[src/rtl/prog_timer.sv]
module prog_timer #(
  parameter int CYC_W   = 3,
  parameter int SUB_W   = 5,
  parameter int PRE_DIV = 16
) (
  input  logic             clk,
  input  logic             rst_n,
  input  logic             upd_valid,
  input  logic [CYC_W-1:0] upd_cycles,
  input  logic [1:0]       reg_addr,
  input  logic             reg_wr,
  input  logic [7:0]       reg_wdata,
  output logic [7:0]       reg_rdata,
  output logic             ovf_irq
);
  localparam int MAX_THR = 64;
  localparam int TW = $clog2(MAX_THR) + 1;
  localparam int PW = $clog2(PRE_DIV);

  logic [SUB_W-1:0] sub_q;
  logic [PW-1:0]    pre_q;
  logic [TW-1:0]    acc_q;
  logic [7:0]       div_q, cnt_q, mod_q;
  logic [2:0]       ctl_q;
  logic             irq_q;

  logic [SUB_W-1:0] sub_sum;
  logic [TW-1:0]    acc_inc, thr;
  logic             tick, fire, wr_div, wr_cnt, wr_mod, wr_ctl;

  assign sub_sum = sub_q + SUB_W'(upd_cycles);
  assign tick    = upd_valid && (sub_sum > SUB_W'(3));
  assign acc_inc = (tick && acc_q != TW'(MAX_THR)) ? acc_q + TW'(1) : acc_q;

  always_comb begin
    case (ctl_q[1:0])
      2'd0:    thr = TW'(MAX_THR);
      2'd1:    thr = TW'(1);
      2'd2:    thr = TW'(4);
      default: thr = TW'(16);
    endcase
  end

  assign fire   = upd_valid && ctl_q[2] && (acc_inc >= thr);
  assign wr_div = reg_wr && reg_addr == 2'd0;
  assign wr_cnt = reg_wr && reg_addr == 2'd1;
  assign wr_mod = reg_wr && reg_addr == 2'd2;
  assign wr_ctl = reg_wr && reg_addr == 2'd3;

  always_ff @(posedge clk) begin
    if (!rst_n) begin
      sub_q <= '0;
      pre_q <= '0;
      acc_q <= '0;
      div_q <= '0;
      cnt_q <= '0;
      mod_q <= '0;
      ctl_q <= '0;
      irq_q <= 1'b0;
    end else begin
      if (upd_valid) sub_q <= tick ? sub_sum - SUB_W'(4) : sub_sum;
      acc_q <= fire ? '0 : acc_inc;
      if (tick) pre_q <= (pre_q == PW'(PRE_DIV - 1)) ? '0 : pre_q + PW'(1);
      if (wr_div) div_q <= '0;
      else if (tick && pre_q == PW'(PRE_DIV - 1)) div_q <= div_q + 8'd1;
      if (wr_cnt) cnt_q <= reg_wdata;
      else if (fire) cnt_q <= (cnt_q == 8'hFF) ? mod_q : cnt_q + 8'd1;
      if (wr_mod) mod_q <= reg_wdata;
      if (wr_ctl) ctl_q <= reg_wdata[2:0];
      irq_q <= fire && !wr_cnt && cnt_q == 8'hFF;
    end
  end

  always_comb begin
    case (reg_addr)
      2'd0:    reg_rdata = div_q;
      2'd1:    reg_rdata = cnt_q;
      2'd2:    reg_rdata = mod_q;
      default: reg_rdata = {5'd0, ctl_q};
    endcase
  end

  assign ovf_irq = irq_q;
endmodule

[config.mk]
export PLATFORM = sky130hd
export DESIGN_NAME = prog_timer
export DESIGN_NICKNAME = d
export VERILOG_FILES = /design/src/rtl/prog_timer.sv
export SDC_FILE = /design/constraint.sdc
export NUM_CORES = 1
export LEC_CHECK = 0
export BUFFER_PORTS_ARGS = -buffer_cell sky130_fd_sc_hd__buf_2
export CAP_MARGIN = 10
export CORE_UTILIZATION = 45
export CTS_CLUSTER_DIAMETER = 80
export DETAILED_ROUTE_END_ITERATION = 7
export PLACE_DENSITY = 0.63
export SLEW_MARGIN = 20
export SYNTH_ARGS = -nofsm -noshare
export SYNTH_HDL_FRONTEND = slang
export SYNTH_SLANG_ARGS = --single-unit
[constraint.sdc]
create_clock -name clk -period 4.06 [get_ports clk]
set_input_delay 0.203 -clock clk [delete_from_list [all_inputs] [get_ports clk]]
set_output_delay 0.203 -clock clk [all_outputs]
set_load 0.01 [all_outputs]
Word level (Yosys, flattened, before mapping)
Cells that the tools add are included.
{"block": "classes", "muxes": 8, "eq_ne": 8, "reduce_logical": 17, "add_sub_neg": 6, "bitwise_logic": 1, "n_lt_le_gt_ge": 2}
{"op": "$mux W8", "n": 3}
{"op": "$pmux W8 S3", "n": 1}
{"op": "$pmux W7 S3", "n": 1}
{"op": "$add A8 B1 Y8 const B", "n": 2}
{"op": "$logic_and A1 B1 Y1", "n": 11}
{"op": "$eq A8 B8 Y1 const B", "n": 1}
{"op": "$add A7 B1 Y7 const B", "n": 1}
{"op": "$ge A7 B7 Y1", "n": 1}
{"op": "$mux W7", "n": 1}
{"op": "$ne A7 B7 Y1 const B", "n": 1}
{"op": "$eq A2 B2 Y1 const B", "n": 3}
{"op": "$add A5 B3 Y5", "n": 1}
{"op": "$gt A5 B2 Y1 const B", "n": 1}
{"op": "$mux W5", "n": 1}
{"op": "$sub A5 B3 Y5 const B", "n": 1}
{"op": "$add A4 B1 Y4 const B", "n": 1}
{"op": "$eq A2 B1 Y1 const B", "n": 2}
{"op": "$eq A4 B4 Y1 const B", "n": 1}
{"op": "$logic_not A2 Y1", "n": 2}
{"op": "$mux W4", "n": 1}
{"op": "$reduce_or A2 Y1", "n": 2}
{"op": "$reduce_bool A2 Y1", "n": 1}
{"op": "$logic_not A1 Y1", "n": 1}
{"op": "$not A1 Y1", "n": 1}
{"block": "word_totals", "reg_bits": 44, "input_bits": 17, "word_cells": 50, "out_inout_bits": 9}

Longest topological paths before layout
Gate-level depths: netlist of run 1.
{"block": "logic_depth", "word_depth": 9, "mapped_depth": 17, "depth_no_buf": 16}

Worst setup path before layout of run 1
OpenSTA, ideal clock, no wires.
{"block": "synth_path", "kind": "register to register", "from": "register sub_q[2]", "to": "register cnt_q[2]", "setup_ns": 0.121, "stages_incl_launch_ff": 18, "path_slack_ns": 0.049, "t_required_ns": 3.939, "arrival_ns": 3.891, "n_path_buf": 1, "period_less_slack_ns": 4.011, "cell_sequence": "dfxtp_1 > ha_1 > a21oi_1 > and2_1 > xor2_1 > ha_1 > and3_1 > and4b_1 > o41ai_4 > nor2_1 > xnor2_1 > ha_1 > nand4bb_1 > a311oi_1 > a31oi_2 > buf_6 > a211oi_1 > nor3_1"}
{"block": "synth_via", "elab_chain_cells": 8}
{"element": "start: declaration", "line_no": "20", "rtl": "logic [SUB_W-1:0] sub_q;"}
{"element": "start signal: assignment", "line_no": "61", "rtl": "if (upd_valid) sub_q <= tick ? sub_sum - SUB_W'(4) : sub_sum;"}
{"element": "$add A5 B3 Y5", "line_no": "31", "rtl": "assign sub_sum = sub_q + SUB_W'(upd_cycles);"}
{"element": "$gt A5 B2 Y1", "line_no": "32", "rtl": "assign tick = upd_valid && (sub_sum > SUB_W'(3));"}
{"element": "$logic_and A1 B1 Y1", "line_no": "32"}
{"element": "$logic_and A1 B1 Y1", "line_no": "33", "rtl": "assign acc_inc = (tick && acc_q != TW'(MAX_THR)) ? acc_q + TW'(1) : acc_q;"}
{"element": "$mux W7", "line_no": "33"}
{"element": "$ge A7 B7 Y1", "line_no": "44", "rtl": "assign fire = upd_valid && ctl_q[2] && (acc_inc >= thr);"}
{"element": "$logic_and A1 B1 Y1", "line_no": "44"}
{"element": "$reduce_bool A2 Y1 (no source line)"}
{"element": "end signal: assignment", "line_no": "66", "rtl": "if (wr_cnt) cnt_q <= reg_wdata;"}
{"element": "end signal: assignment", "line_no": "67", "rtl": "else if (fire) cnt_q <= (cnt_q == 8'hFF) ? mod_q : cnt_q + 8'd1;"}
{"element": "end: declaration", "line_no": "23", "rtl": "logic [7:0] div_q, cnt_q, mod_q;"}
Every way passes these cells.
A chain may end at the register's enable or synchronous reset.

Worst setup path after layout of run 1
{"block": "layout_path", "from": "register sub_q[0]", "to": "register cnt_q[5]"}
The elaborated chain is that of the path after synthesis.

==> results of run 1 <==
## report_power, final
group / internal [uW] / leakage, uW / switching, uW
Clock: 308 / 0.0000784 / 163
Sequential: 466 / 0.000359 / 44.3
Combinational: 230 / 0.000816 / 200
Total: 1000 / 0.00125 / 407
## state kept, by name (all words and copies together), names as in the netlist
signal / count
mod_q: 8
acc_q: 7
pre_q: 4
ctl_q: 3
ovf_irq: 1
div_q: 8
cnt_q: 8
sub_q: 5
## final timing paths
kind | slack [ns] | to
setup / recovery | 0.06 | cnt_q[5]
hold / removal | 0.14 | cnt_q[4]
setup reg to reg | 0.06 | cnt_q[5]
hold reg to reg | 0.49 | mod_q[6]
## kinds of logic (layout without fill, tap and decap cells)
logic type      count (synthesis)  count (layout)  synth area share [%]
xor+xnor                       20              20                  6.96
simple gates                  123             123                  24.3
fa+ha+maj                      15              15                  7.43
compound gates                 56              56                  15.0
mux                            22              22                  9.86
flops                          44              44                  33.5
buf+inv                        18              57                  2.91
## per-layer routing
layer / up-vias / part of all wire [%] / GRT usage (%)
li1: 1130 / - / -
met2: 26 / 46 / 33.9
met4: 0 / 1.2 / 7.41
met1: 1078 / 50 / 29.3
met3: 7 / 2.5 / 3.72
met5: - / 0 / 0
## worst max-delay path: stages (launching register included)
cell and delay (ns):
dfxtp_2 0.34, ha_4 0.16, fa_2 0.42, xnor2_2 0.21, ha_2 0.20, and3_4 0.19
and4b_2 0.26, o41ai_4 0.31, nor2_2 0.14, xnor2_2 0.17, ha_1 0.27, nand4bb_1 0.23
a311oi_2 0.37, a31oi_4 0.18, buf_6 0.17, a211oi_2 0.21, nor3_2 0.07
## final cells by class
cell class                 count  area [sq um]  share of cell area [%]
clock buffer                   5          68.8                    2.17
clock inverter                 3          90.1                    2.84
inverter                       6          22.5                   0.709
multi-input combinational    236          1760                    55.3
sequential                    44           885                    27.8
tap                           72          90.1                    2.84
timing repair buffer          43           264                    8.31
## cells in the mapped netlist (2+ instances only)
cell,number
nand3_1,21
dfxtp_1,44
and3_1,6
nand2_1,35
inv_1,6
a21boi_0,11
and4_1,3
xor2_1,12
buf_1,2
ha_1,14
nand2b_1,4
nand4_1,2
a211oi_1,2
nor2b_1,17
a21oi_1,6
or2_2,2
clkbuf_1,8
mux2i_1,18
nor3b_1,2
or3_1,2
o21ai_0,21
a31oi_1,4
mux4_2,3
a311oi_1,3
nor3_1,5
nor2_1,15
and2_1,2
xnor2_1,7
## what timing repair did
action                     CTS  global route
resized for setup            9            15
setup buffers                4             5
pin swaps                    4            14
setup endpoints to repair   14            16
## metrics by stage
stage / worst slack (ns) / TNS [ns] / instance area [sq um] / cells
final: 0.0580 / 0 / 3180 / 409
after CTS: 0.00250 / 0 / 3080 / 404
after floorplan: 0.0486 / 0 / 2630 / 298
after global routing: -0.135 / -1.20 / 3180 / 409
after detailed placement: -0.116 / -0.677 / 2860 / 392
after global placement: 0.0765 / 0 / 2860 / 392
==> metrics list, run 1 <==
* Status: complete, no violations
- The worst setup path is captured at a register.
* Startpoint of the most critical hold path: reg_wdata[4]
* CP Max Fanout: 7
- In the synthesized netlist, the number of instances is about 300.
- Net count, final: 368
* Initial detailed-routing violation count: between 100 and 150
* Count of cells along the worst register-to-register path: 16
- Summed over all instances, the cell type with the most area after synthesis is dfxtp_1.
- During I/O placement, the number of pins put on the boundary was 26.
- Number of nets in the synthesized netlist: 330
- For this run, the leading register cell type out of synthesis is dfxtp_1.
- Hold Slack: roughly 0.14 ns
- Maximum number of buffers from clock root to sink: 2
* Synth cell types: slightly below 50
- Area growth syn-to-layout: 21.0%
- At the worst endpoint, the required time is 4.25 ns.
* Highest clock rate: ~250 MHz
- Hold-fix buffers, CTS: 0
- Clock tree from TritonCTS: done
- During placement, the flow inserted port buffers numbering 25.
- In the routed layout, each cell is associated on average with a via count of about 5.5.
* Worst supply voltage drop on vdd: about 0.17 mV
* Number of fill cells in the layout: 538
- Number of sinks driven by the clock tree: 44
- Setup repair after global routing missed its margin: true
- For this configuration, the core starts out at a cell density of approximately 47%.
- The repair_antennas step left the layout with diodes totalling 0.
- Setup-failing EPs final: 0
- In the final routed layout, each cell accounts on average for 15.1 um.
- Total design power: 1410 uW
- Across every metal layer, demand over resource in global routing totals 21.4%.
- Length of the first detailed-routing pass in iterations: 4
* Final number of max-transition violations: 0
- Worst Max-Slew Pin Slew: 0.843 ns
- Headroom to the max-slew limit came out at 43.2%.
- The initial antenna violation count came to 0.
* H-tree depth: 2
- DIE HEIGHT: 78.4 um
- Cell types occupying the most area after synthesis: dfxtp_1, mux2i_1, ha_1, nand2_1, nor2b_1
- Commonest non-fill, non-tap cells in the layout: dfxtp_1, nand2_1, buf_2
* Mapped cell area: between 2000 and 3000 sq um
- Placed wire-length estimate: 4.22 mm
* Total number of yosys warnings: 0
- The worst setup path is launched from a register.
- Most common cell after layout, fill and taps aside: dfxtp_1
* Row count: 27
* Clock skew after layout: ~0.0070 ns
- The via count of the first global-routing pass is 2156.
- In this run the worst setup path begins at sub_q[0].
- Max-cap violations in this run came to 0.
- In this run the power density over the cells is 444 nW/um^2.
- In this run, CTS created clock tree buffers numbering 5.
- The tightest min-delay check is of the in2reg type.
- Of the cells placed in the final design, the portion with a size suffix greater than 1 is 24.0%.
- Once layout is complete, the utilization of the core stands at ~57%.
- Clock Tree Root: clkbuf_8
- The die covers between 6000 and 7000 sq um.
- The startpoint identified for the worst register-to-register timing path is sub_q[0].
* Final hold violations: 0
- Number of vias after detailed routing: around 2200
* Core region area: 5570 sq um
- CTS clk-pin slew, worst paths: 0.09 ns
- STA puts the critical path data arrival time at between 4 and 5 ns.
- Fraction of the cycle the final worst path needs: 98.6%
* Synthesized flop and latch total: 44
- Minimum period implied by the final worst setup slack: between 4 and 5 ns
- DRT antenna net count: 0
- The synthesized design contains 0 enable-type register cells.
- Total grt overflow: 0
* Final weighted congestion of routability-driven global placement: 0.906
* Post-Route WL: 6.18 mm
* Hold Crit Depth: 3
- The analysis attributes to cell leakage a power of 0.00125 uW.
* Wire length of the first global-routing pass: between 10 and 15 mm
* Clock insertion delay at the later pin of the skew report: 0.30 ns
* Average cell area after synthesis: roughly 8.8 sq um
* Sequential-to-total area share from yosys stat: 33.5%
- Async set-reset flop share out of synthesis: 0%
- The top cell type by area accounts for ~34% of the synthesized area.
- Critical Setup Path Class: reg2reg
- The die is between 70 and 80 um wide.
- Pin count of the biggest net entering global routing: 33
- DRC violation count after routing: 0
Note: power is estimated with default switching activity, not from simulation.
==> inputs of run 2 (changes only) <==
- PLACE_DENSITY: 0.63 -> 0.62
==> run 2 against run 1 <==
Compared with the run above: wire length fell by 4.5%; critical path depth unchanged; combinational power fell by 4%; maximum frequency up 3.3%; total power shrank 11%; die area unchanged; core utilization shrank 0.18 points; largest power group unchanged.
==> metrics list, run 2 (synthesis results as in run 1) <==
- Status: complete, no violations
- The share of post-route cells with drive strength above 1 was 24.6% (+0.52 points).
- Clock Tree Root: clkbuf_8
- Via count of the first global-routing pass: 2040 (-5.4%)
- Clock tree from TritonCTS: done
- The iteration count of the initial detailed-routing pass is 4 (unchanged).
* Launch instance of the worst register-to-register path: sub_q[0]
- Initial detailed-routing violation count: 100 (-9.1%)
* Row count: 27 (unchanged)
* Kind of start point of the critical path: register
* Final weighted congestion of routability-driven global placement: 0.797 (-12%)
* Number of fill cells in the layout: 529 (-1.7%)
* Commonest non-fill, non-tap cells in the layout: dfxtp_1, nand2_1, buf_2
- The final standard cell count with taps included and fillers excluded came to 410 (+0.24%).
- DIE HEIGHT: 78.4 um (unchanged)
- The biggest fanout along the worst timing path is 7 (unchanged).
- The number of cells traversed by the worst register-to-register path was 16 (unchanged).
* Minimum setup slack after placement: 0.00895 ns (+0.125 ns)
- The post-layout minimum cycle time is 3.87 ns (-0.130 ns).
- The path with the worst hold slack has its endpoint at cnt_q[4].
- STA classifies the critical path endpoint as a register.
- The clock buffer count from CTS is 5 (unchanged).
- Setup repair after global routing left no endpoint under its margin.
- Number of vias after detailed routing: 2243 (+0.089%)
- The final max-slew violation count was 0 (unchanged).
- The setup slack after layout was 0.188 ns (+0.130 ns).
- Power density over the cells: 397 nW/um^2 (-11%)
- WL/cell: 14.4 um (-4.8%)
* Highest clock rate: 258 MHz (+3.3%)
* GRT Resource Usage Total: 20.2% (-1.3 points)
- The post-detailed-route DRC marker count was 0 (unchanged).
* Startpoint of the most critical hold path: reg_wdata[4]
- The multi-input combinational cell area came to 1760 sq um (+0.36%).
- Leakage power of the design: 0.00124 uW (-0.76%)
- The detailed-route vias per instance was 5.47 (-0.15%).
- The min-delay analysis places its worst path in the category in2reg.
- The transition time at the pin with the least slew margin was 0.924 ns (+0.0816 ns).
- Placed wire-length estimate: 4.16 mm (-1.4%)
* Clock insertion delay at the later pin of the skew report: 0.31 ns (about the same)
- Final hold violations: 0 (unchanged)
- Buffers added on ports: 25 (unchanged)
* Wire length of the first global-routing pass: 9.65 mm (-5.9%)
- Net count, final: 369 (+0.27%)
- The number of clock sinks was 44 (unchanged).
- The worst register-to-register path ends at cnt_q[6].
* Hold Crit Depth: 3 (unchanged)
- Maximum number of buffers from clock root to sink: 2 (unchanged)
* Max-capacitance violation count: 0 (unchanged)
- Final total negative setup slack: 0 ns (unchanged)
- The count of boundary I/O pins came to 26 (unchanged).
- The area enclosed by the die boundary is 6150 sq um (unchanged).
- The count of hold-fix buffers inserted at cts came to 0 (unchanged).
- DRT antenna net count: 0 (unchanged)
- The clock skew was 0.0145 ns (+0.00746 ns).
* Slack of the worst reg-to-reg path: 0.19 ns (+0.13 ns)
- The initial antenna violation count came to 0 (unchanged).
- Post-placement cell count: 397 (+1.3%)
- The worst setup path is of the reg2reg kind.
- Effective utilization at floorplan: 47.1% (unchanged)
- The period utilization was 95.4% (-3.2 points).
- The clock-pin slew on the worst setup and hold paths came to 0.09 ns (about the same).
- Setup-failing EPs final: 0 (unchanged)
- Pin count of the biggest net entering global routing: 33 (unchanged)
- Max transition margin: 37.7% (-5.5 points)
- Most common cell after layout, fill and taps aside: dfxtp_1
- H-tree depth: 2 (unchanged)
- Finished Core Util: 56.8% (-0.18 points)
* Antenna cell count: 0 (unchanged)
- Worst supply voltage drop on vdd: 0.217 mV (+27%)
* Core region area: 5570 sq um (unchanged)
- The data required time at the worst endpoint came to 4.29 ns (+0.04 ns).
* Largest regs: cnt_q (8), div_q (8), mod_q (8)
- The register area is 882 sq um (-0.28%).
- The horizontal die dimension was 78.4 um (unchanged).
- Area growth syn-to-layout: 20.6%
* Total grt overflow: 0 (unchanged)
* Data arrival at the endpoint of the critical path: 4.10 ns (-0.10 ns)
* Post-Route WL: 5.90 mm (-4.5%)
[run 2: area by class of cell]
cell class | instances | share of cell area, %
clock inverters | 3 | 1.34
well taps | 72 | 2.84
inverters | 6 | 0.711
repair buffers | 44 | 9.40
multi-input cells | 236 | 55.7
flip-flops and latches | 44 | 27.9
clock buffers | 5 | 2.17
[run 2: report_power, final]
group	internal [uW]	switching [uW]
Clock	182	156
Combinational	219	193
Sequential	465	40.8
[run 2: per-layer routing]
| layer | wire, um | track usage, % |
|---|---|---|
| met2 | 2650 | 30.7 |
| met3 | 200 | 3.72 |
| met1 | 2940 | 28.1 |
| met5 | 0 | 0 |
| met4 | 102 | 7.96 |
[run 2: how the worst max path moves through the flow]
stage                   from       end  slack [ns]  depth (start not counted)
2_1_floorplan       sub_q[2]  cnt_q[2]        0.05                         17
3_3_place_gp   upd_cycles[2]  acc_q[1]        0.17                         18
3_5_place_dp   upd_cycles[2]  acc_q[1]       0.009                         18
4_1_cts             sub_q[2]  cnt_q[6]        0.02                         17
5_1_grt             sub_q[0]  cnt_q[6]       0.004                         17
6_report            sub_q[0]  cnt_q[6]        0.19                         16
[run 2: what timing repair did]
item,in CTS,in global routing
pin swaps,2,11
setup endpoints to repair,8,16
endpoints found under the hold margin,0,0
gates resized for setup,3,20
cloned,0,1
buffers inserted,2,2
[run 2: stage by stage]
stage	cell area [sq um]	power (uW)	hold slack, ns
final	3170	1260	0.151
after global routing	3170	1340	0.171
after CTS	3050	1230	0.134
after detailed placement	2910	874	0.445
after global placement	2910	870	0.442
after floorplan	2630	753	0.333
[run 2: critical path, stage by stage (launching register included)]
cell and delay (ns):
dfxtp_2 0.33, ha_2 0.19, fa_2 0.42, xnor2_2 0.21, ha_2 0.19, and3_4 0.19, and4b_2 0.26, o41ai_4 0.24
buf_4 0.18, nor2_1 0.06, xor2_1 0.15, ha_1 0.33, a311oi_2 0.31, a31oi_4 0.17, clkbuf_16 0.19, and3_1 0.15
a311oi_1 0.23
==> inputs of run 3 (changes only) <==
- REMOVE_ABC_BUFFERS: default -> 1
==> run 3 against run 2 <==
Compared with the run above: the flow now finishes with violations (negative setup slack); wire length up 7.0%; total power rose by 2.9%; combinational power about the same; setup slack got worse by 0.29 ns; global-route usage increased by 0.72 points; worst hold slack better by 0.0014 ns; via count increased by 0.71%; cell count unchanged; clock-buffer cell count up 2; die area is the same.
==> metrics list, run 3 (synthesis results as in run 1) <==
- Share of total power in sequential cells: 39.3% (-0.9 points)
- Slowest cell delay on critical path: 0.43 ns (about the same)
* Die Outline Area: 6150 sq um (unchanged)
* M2 GR Usage: 37.0% (+6.3 points)
- The final-stage net count is 369 (unchanged).
- The number of buffers added on ports was 25 (unchanged).
- The critical path starts at sub_q[0].
- The critical path is of the reg2reg type.
- The cell sitting at the root of the clock tree is a clkbuf_8.
- Data arrival at the endpoint of the critical path: 4.36 ns (+0.26 ns)
- Most common cell after layout, fill and taps aside: dfxtp_1
* DIE HEIGHT: 78.4 um (unchanged)
* Total area of multi-input combinational cells: 1850 sq um (+5.0%)
* Final hold violations: 0 (unchanged)
- The met3 track utilization from global routing came to 3.84% (+0.12 points).
* Critical Path RT: 4.25 ns (-0.04 ns)
- The proportion of power drawn by combinational gates came to 31.7% (-1.1 points).
- Startpoint of the most critical hold path: reg_wdata[7]
* Commonest non-fill, non-tap cells in the layout: dfxtp_1, nand2_1, buf_2
* Hold Slack: 0.152 ns (+0.00137 ns)
* Finished Core Util: 58.3% (+1.5 points)
* Launch instance of the worst register-to-register path: sub_q[0]
- STA classifies the critical path endpoint as a register.
- The switching power is 396 uW (+1.5%).
* Horizontal die dimension: 78.4 um (unchanged)
* Failing checks: negative setup slack
- The clock skew came to 0.0124 ns (-0.00211 ns).
- The routability congestion estimate was 0.830 (+4.2%).
- The routed length per instance is 15.4 um (+7.0%).
- Initial detailed-routing violation count: 70 (-30%)
* Portion of total power attributed to the clock network: 29.0% (+2.1 points)
- The final-layout fill cell count is 525 (-0.76%).
- Setup repair after global routing missed its margin: true
- The iteration count of the initial detailed-routing pass was 4 (unchanged).
* DRC violation count after routing: 0 (unchanged)
- The total wire length was 6.31 mm (+7.0%).
* Area growth syn-to-layout: 23.8%
- The post-layout minimum cycle time was 4.17 ns (+0.295 ns).
- Least setup slack across all paths after layout: -0.107 ns (-0.295 ns)
- Antenna cell count: 0 (unchanged)
* Number of antenna violations at the first check in global routing: 0 (unchanged)
- The internal power of the cells was 897 uW (+3.5%).
- Pin count of the biggest net entering global routing: 33 (unchanged)
* Switching power share of the total: 30.6% (-0.42 points)
- The final setup violation count came to 9 (+9).
- Worst Max-Slew Pin Slew: 0.859 ns (-0.0650 ns)
- The deepest clock path buffer count came to 2 (unchanged).
- Via density: 5.51 (+0.71%)
- The relative slew slack came to 42.1% (+4.4 points).
* Number of sinks driven by the clock tree: 44 (unchanged)
- The clock buffer count from CTS came to 5 (unchanged).
- The initial cell density of the core came to 47.1% (unchanged).
- Power density over the cells: 398 nW/um^2 (+0.25%)
- TritonCTS built the clock tree.
- Wire length of the first global-routing pass: 10.2 mm (+5.5%)
- The max-cap check violation count is 0 (unchanged).
* Clock insertion delay at the later pin of the skew report: 0.30 ns (about the same)
- Final number of max-transition violations: 0 (unchanged)
* Placed wire-length estimate: 4.12 mm (-1.2%)
- Status: finished, violations left
* Share of post-route cells with drive strength above 1: 26.9% (+2.4 points)
- The total global routing track utilization was 20.9% (+0.72 points).
- After global routing, the most crowded layer is met2.
- DRT antenna net count: 0 (unchanged)
- The via count of the first global-routing pass is 2176 (+6.7%).
* Leakage power of the design: 0.00125 uW (+0.38%)
- The placeable core region came to 5570 sq um (unchanged).
* CP max-delay cell: o41ai_4
- Hold Path Class: in2reg
- The register area is 885 sq um (+0.28%).
- The largest registers in the layout are cnt_q (8), div_q (8), mod_q (8).
* Hold-fix buffers, CTS: 0 (unchanged)
- The worst supply voltage drop on vdd is 0.236 mV (+8.9%).
- The met1 global-route usage is 25.9% (-2.2 points).
- The biggest fanout along the worst timing path is 6 (-1).
- Dominant cell type by count on the critical path: xnor2_2
- CTS clk-pin slew, worst paths: 0.09 ns (about the same)
* Final instance area: 3250 sq um (+2.6%)
- Number of ports placed on the die boundary: 26 (unchanged)
- The H-tree level count came to 2 (unchanged).
- Row count: 27 (unchanged)
- The post-place instance area was 2860 sq um (-1.7%).
- The total grt overflow was 0 (unchanged).
- The critical path goes through ha_4 -> fa_2 -> xnor2_2 -> ha_2 -> and3_4 -> and4b_2 -> o41ai_4 -> nor2_2 -> xnor2_2 -> ha_1 -> nand4bb_4 -> a311oi_4 -> buf_4 -> a31oi_4 -> a211oi_2 -> nor3_2.
* Fraction of the cycle the final worst path needs: 103% (+7.3 points)
- The worst setup path is launched from a register.
- Final total negative setup slack: -0.511 ns (-0.511 ns)
- Number of vias after detailed routing: 2259 (+0.71%)
- Highest clock rate: 240 MHz (-7.1%)
- Minimum setup slack after placement: -0.213 ns (-0.222 ns)
-- run 3: cell count changes in the layout (fill, tap and decap cells not counted), moves of 2 or more --
cell      before  now
a211oi_1       2    0
a211oi_2       1    3
a311oi_1       2    0
and3_1         4    2
and3_4         2    4
clkbuf_8       5    7
dfxtp_1       43   41
dfxtp_2        1    3
nor3_1         5    3
nor3_2         0    2
-- run 3: repair_timing --
item	4_1_cts	5_1_grt
buffers inserted	3	6
pin swaps	3	22
gates cloned	1	0
resized for setup	8	28
endpoints found under the setup margin	16	16
-- run 3: worst max-delay path, delay by kind of cell (launching register included) --
family | cells | cell delay (ns)
AO/OA/AOI/OAI | 4 | 1.24
AND/OR/NAND/NOR | 5 | 0.85
flip-flops | 1 | 0.34
adder cells (fa/ha/maj) | 4 | 1.05
buffers and inverters | 1 | 0.18
XOR/XNOR | 2 | 0.41
-- run 3: routing by layer --
metal	up-vias	routed length (um)
li1	1136	-
met1	1078	2870
met2	35	3180
met3	10	179
met4	0	76
met5	-	0
-- run 3: final timing paths --
| kind | cells after the start | endpoint | slack (ns) |
|---|---|---|---|
| hold reg to reg | 2 | mod_q[2] | 0.49 |
| hold / removal | 3 | cnt_q[7] | 0.15 |
| setup / recovery | 16 | cnt_q[5] | -0.11 |
| setup reg to reg | 16 | cnt_q[5] | -0.11 |
-- run 3: metrics by stage --
stage          power [uW]  instances
2_1_floorplan         741        286
3_3_place_gp          842        392
3_5_place_dp          853        392
4_1_cts              1240        404
5_1_grt              1370        410
6_report             1290        410
-- run 3: power by group through the flow --
| stage | registers, uW | clock network (uW) | logic [uW] |
|---|---|---|---|
| floorplan | 503 | 0 | 238 |
| global placement | 511 | 0 | 331 |
| detailed placement | 513 | 0 | 340 |
| CTS | 504 | 377 | 354 |
| global route | 514 | 399 | 454 |
| finish | 508 | 375 | 410 |
-- run 3: final cells by class --
cell class	count	area share, %
Clock buffer	7	2.96
Clock inverter	1	0.924
Inverter	6	0.693
Multi-Input combinational cell	237	56.9
Sequential cell	44	27.2
Tap cell	72	2.77
Timing Repair Buffer	43	8.51
